[src/rtl/uart_dmareq_pkg.sv]
package uart_dmareq_pkg;

    localparam int LVL_W_DEF = 5;
    localparam int DEPTH_W   = 8;

    typedef enum logic [1:0] {
        TRIG_ONE     = 2'd0,
        TRIG_FOUR    = 2'd1,
        TRIG_EIGHT   = 2'd2,
        TRIG_FOURTEEN = 2'd3
    } trig_code_e;

    typedef struct packed {
        logic       fifo_on;
        logic       dma_sel;
        trig_code_e trig;
    } dreq_ctrl_t;

    typedef struct packed {
        logic set;
        logic clr;
    } dreq_ev_t;

    function automatic logic [DEPTH_W-1:0] trig_depth(input trig_code_e c);
        case (c)
            TRIG_ONE:   trig_depth = 8'd1;
            TRIG_FOUR:  trig_depth = 8'd4;
            TRIG_EIGHT: trig_depth = 8'd8;
            default:    trig_depth = 8'd14;
        endcase
    endfunction

    function automatic logic dma_active(input dreq_ctrl_t c);
        dma_active = c.fifo_on & c.dma_sel;
    endfunction

endpackage

[src/rtl/uart_dmareq_thresh.sv]
module uart_dmareq_thresh
    import uart_dmareq_pkg::*;
#(
    parameter int LEVEL_W = LVL_W_DEF
) (
    input  trig_code_e           trig,
    input  logic [LEVEL_W-1:0]   level,
    output logic                 at_thresh
);
    localparam int CMP_W = (LEVEL_W > DEPTH_W) ? LEVEL_W : DEPTH_W;

    logic [CMP_W-1:0] lvl_ext;
    logic [CMP_W-1:0] thr_ext;

    always_comb begin
        lvl_ext   = CMP_W'(level);
        thr_ext   = CMP_W'(trig_depth(trig));
        at_thresh = (lvl_ext >= thr_ext);
    end
endmodule

[src/rtl/uart_dmareq_edge.sv]
module uart_dmareq_edge (
    input  logic clk,
    input  logic rst,
    input  logic full,
    output logic left_full
);
    logic full_q;

    always_ff @(posedge clk) begin
        if (rst) full_q <= 1'b0;
        else     full_q <= full;
    end

    assign left_full = full_q & ~full;
endmodule

[src/rtl/uart_dmareq_cell.sv]
module uart_dmareq_cell
    import uart_dmareq_pkg::*;
(
    input  logic     clk,
    input  logic     rst,
    input  logic     allow,
    input  dreq_ev_t ev,
    output logic     req
);
    logic req_q;

    always_ff @(posedge clk) begin
        if (rst)          req_q <= 1'b0;
        else if (!allow)  req_q <= 1'b0;
        else if (ev.set)  req_q <= 1'b1;
        else if (ev.clr)  req_q <= 1'b0;
    end

    assign req = req_q;
endmodule

[src/rtl/uart_dmareq_gen.sv]
module uart_dmareq_gen
    import uart_dmareq_pkg::*;
#(
    parameter int LEVEL_W = LVL_W_DEF
) (
    input  logic               clk,
    input  logic               rst,
    input  logic               fifo_on,
    input  logic               dma_sel,
    input  logic [1:0]         trig_code,
    input  logic [LEVEL_W-1:0] rx_fill,
    input  logic               rx_tmo,
    input  logic               tx_full,
    input  logic               rx_dreq_clr,
    input  logic               tx_dreq_clr,
    output logic               rx_dreq,
    output logic               tx_dreq,
    output logic               rx_lvl_irq
);
    localparam int NREQ = 2;

    dreq_ctrl_t ctrl;
    logic       active;
    logic       at_thr;
    logic       tx_left_full;
    dreq_ev_t   ev   [NREQ];
    logic       reqs [NREQ];

    always_comb begin
        ctrl.fifo_on = fifo_on;
        ctrl.dma_sel = dma_sel;
        ctrl.trig    = trig_code_e'(trig_code);
        active       = dma_active(ctrl);
    end

    uart_dmareq_thresh #(.LEVEL_W(LEVEL_W)) u_thr (
        .trig      (ctrl.trig),
        .level     (rx_fill),
        .at_thresh (at_thr)
    );

    uart_dmareq_edge u_edge (
        .clk       (clk),
        .rst       (rst),
        .full      (tx_full),
        .left_full (tx_left_full)
    );

    always_comb begin
        ev[0].set = at_thr | rx_tmo;
        ev[0].clr = rx_dreq_clr;
        ev[1].set = tx_left_full;
        ev[1].clr = tx_dreq_clr;
    end

    for (genvar g = 0; g < NREQ; g++) begin : g_req
        uart_dmareq_cell u_cell (
            .clk   (clk),
            .rst   (rst),
            .allow (active),
            .ev    (ev[g]),
            .req   (reqs[g])
        );
    end

    assign rx_dreq    = reqs[0];
    assign tx_dreq    = reqs[1];
    assign rx_lvl_irq = fifo_on & at_thr;
endmodule

[config.mk]
export PLATFORM = sky130hd
export DESIGN_NAME = uart_dmareq_gen
export DESIGN_NICKNAME = d
export VERILOG_FILES = /design/src/rtl/uart_dmareq_pkg.sv /design/src/rtl/uart_dmareq_thresh.sv /design/src/rtl/uart_dmareq_edge.sv /design/src/rtl/uart_dmareq_cell.sv /design/src/rtl/uart_dmareq_gen.sv
export SDC_FILE = /design/constraint.sdc
export NUM_CORES = 1
export LEC_CHECK = 0
export ABC_AREA = 0
export BUFFER_PORTS_ARGS = -buffer_cell sky130_fd_sc_hd__buf_2
export CAP_MARGIN = 20
export CORE_AREA = 2 2 39 41
export DETAILED_ROUTE_END_ITERATION = 8
export DIE_AREA = 0 0 41 43
export HOLD_SLACK_MARGIN = 0.12
export PLACE_DENSITY = 0.46
export SYNTH_ARGS = -nofsm -noshare
export SYNTH_HDL_FRONTEND = slang
export SYNTH_SLANG_ARGS = --single-unit
[constraint.sdc]
create_clock -name clk -period 0.9 [get_ports clk]
set_input_delay 0 -clock clk [delete_from_list [all_inputs] [get_ports clk]]
set_output_delay 0 -clock clk [all_outputs]
set_load 0.03 [all_outputs]
==> results.md <==
* Worst EP arrival at 0.98 ns
* Unrepaired setup endpoints after global routing: true
* Buf+Inv Stages, Crit Path at 3
* DRC viols at 0
* CTS tree: done
* Post-synth ARST share at 0
* Leakage power at 0.2348 nW
* Detailed Place HPWL at 448.2 µm
* Core Area at 1384 µm²
* Yosys top cell by area: dfxtp_1
* Grt total ovfl at 0
* Area Growth Syn to Fin at 115.3%
* Max Cap Violations at 0
* # diodes at 0
* Startpoint Class: input pin
* Cell family with most CP delay: compound AO/OA/AOI/OAI gates
* Share of post-route cells with drive strength above 1 at 0.5185
* Final Hold Slack at 0.1324 ns
* #FFs+latches synth at 3
* Multi-input gate area at 177.7 µm²
* Register area at 60.06 µm²
* CTS root buf: clkbuf_4
* Worst vdd ir at 0.6863 mV
* Synth top area share at 0.2712
* Later-pin clock latency in the skew report at 0.23 ns
* Final WL at 628 µm
* Synth top cells by count: inv_1, ha_1, dfxtp_1
* Max Freq at 1.025 GHz
* Fillers at 152
* Initial core utilization at 0.1600
* Most numerous cell in the Yosys netlist: inv_1
* Hold Vio Cnt, Final at 0
* WS Path Type: input pin to output pin
* Die Area at 1763 µm²
* Mean routed wirelength per cell at 8.971 µm
* Status: finished with violations
* Antenna violations before repair at 0
* Slew Limit Fails at 0
* Overall power at 538.7 µW
* Placement Setup Slack at -0.1729 ns
* H-Tree Depth at 1
* Cell Pwr Density at 1130 nW/µm²
* TritonCTS Buffers at 3
* Failing checks: setup timing
* Worst min path class: input pin to register
* Clock skew at 0.003766 ns
* Fin crit share at 1.084
* Longest Clk Path Bufs at 2
* Least-Margin Pin Slew at 0.2278 ns
* Final Util at 0.3445
* Syn_nets at 45
* Worst setup margin at -0.07592 ns
* Max FO, Critical Path at 3
* Clock transition at path regs at 0.04 ns
* Slowest CP cell: a211oi_2
* Yosys Warn Count at 0
* Worst EP required at 0.90 ns
* # setup viols final at 1
* Cell count after synthesis at 26
* CP cell instances: buf_8 -> inv_4 -> ha_4 -> a21o_1 -> a211oi_2 -> a21boi_2 -> buf_6
* CTS Sinks at 3
* Critical path's largest stage delay at 0.23 ns
* Starting DRT DRC Count at 0
* Die height at 43 µm
* DR vias/cell at 4.086
* Ports at 18
* GRT Util Overall at 0.09127
* Die Wd at 41 µm
* Antenna Nets Post-Route at 0
* Largest net degree at the start of global routing at 4
* First-pass GRT wire length at 1.055 mm
* Area after DPL at 342.8 µm²
* Port-buffer cells at 17
* Post-synthesis cell type count at 15
* Initial DRT Pass Iterations at 1
* Vias after detailed routing at 286
* Mapped Avg Cell Area at 8.518 µm²
* Final Wtd Congestion at 0.5963
* Min Tclk post-route at 0.9759 ns
* Netlist Area Pre-Place at 221.5 µm²
* Max_slew headroom at 0.8479
* Vias in the first global route at 317
* Number of flops mapped to enable cells by yosys at 0
* Final Cell Area at 476.7 µm²
* Rows at 14
* Crit. End Element: output pin
* Register area share after synthesis at 0.2712
* Top FF cell, synth: dfxtp_1
* Nets at 74
* Synth area leaders: dfxtp_1, ha_1, inv_1
==> layer usage <==
metal	wire length, µm	track usage	vias to the layer above
met5	0	0	-
met2	348	0.1625	13
li1	-	-	144
met3	44	0.03141	2
met4	15	0.08000	0
met1	219	0.06731	127
==> flip-flops by register name (all words and copies together), names as in the netlist <==
signal / flops
g_req.u_cell.req: 2
u_edge.full_q: 1
==> worst reg2reg max path: cells and delay by family, from the launching register on <==
family	cells	cell delay [ns]
AO/OA/AOI/OAI	2	0.21
flip-flops	1	0.30
==> cell usage in the layout, fill, tap and decap left out <==
cell type	count
buf_2	14
dlygate4sd3_1	6
inv_1	4
clkbuf_4	3
dfxtp_1	3
a21oi_1	2
nand2b_1	2
ha_1	2
ha_4	2
buf_4	2
nor2_1	1
inv_4	1
and4b_1	1
o21ai_2	1
a21o_1	1
a211oi_2	1
a21boi_2	1
nand3b_1	1
a31oi_1	1
nor2b_1	1
nand2_2	1
clkbuf_1	1
buf_8	1
buf_6	1
==> where the power goes <==
group	total [mW]	internal [mW]	switching, mW
combinational	0.158	0.0929	0.0647
sequential	0.140	0.138	0.00154
clock	0.241	0.167	0.0746
total	0.539	0.398	0.141
==> final timing paths <==
| check | to | cells after the start | startpoint | slack, ns |
|---|---|---|---|---|
| worst min-delay path | g_req[0].u_cell.req | 4 | rx_dreq_clr | 0.13 |
| worst max-delay path | rx_lvl_irq | 7 | trig_code[0] | -0.08 |
| worst max register to register | g_req[0].u_cell.req | 2 | g_req[0].u_cell.req | 0.28 |
| worst min register to register | g_req[1].u_cell.req | 2 | u_edge.full_q | 0.45 |
==> area by class of cell <==
cell class                      count  share of cell area
Inverter                            5             0.04462
Sequential cell                     3              0.1260
Tap cell                           16             0.04199
Multi-Input combinational cell     18              0.3727
Timing Repair Buffer               24              0.3596
Clock buffer                        4             0.05512
==> cell families (layout without fill, tap and decap cells) <==
family                     count (synthesis)  after routing  synth area share
and+or+nand+nor                            7              7            0.1977
DFF                                        3              3            0.2712
adders and majority gates                  4              4            0.2260
buffers and inverters                      5             33           0.08475
AOI/OAI and AO/OA                          7              7            0.2204
==> metrics by stage <==
stage	instances	setup TNS [ns]
3_3_place_gp	59	-0.2641
4_1_cts	70	-0.1158
5_1_grt	70	-0.1477
2_1_floorplan	26	0
3_5_place_dp	59	-0.3229
6_report	70	-0.07592
==> timing repair <==
action,in CTS,in global routing
buffers inserted,1,0
endpoints found under the hold margin,3,0
hold buffers,6,0
endpoints found under the setup margin,1,2
resized for setup,6,3
pin swaps,4,3
Power figures use the tool's default switching activity.
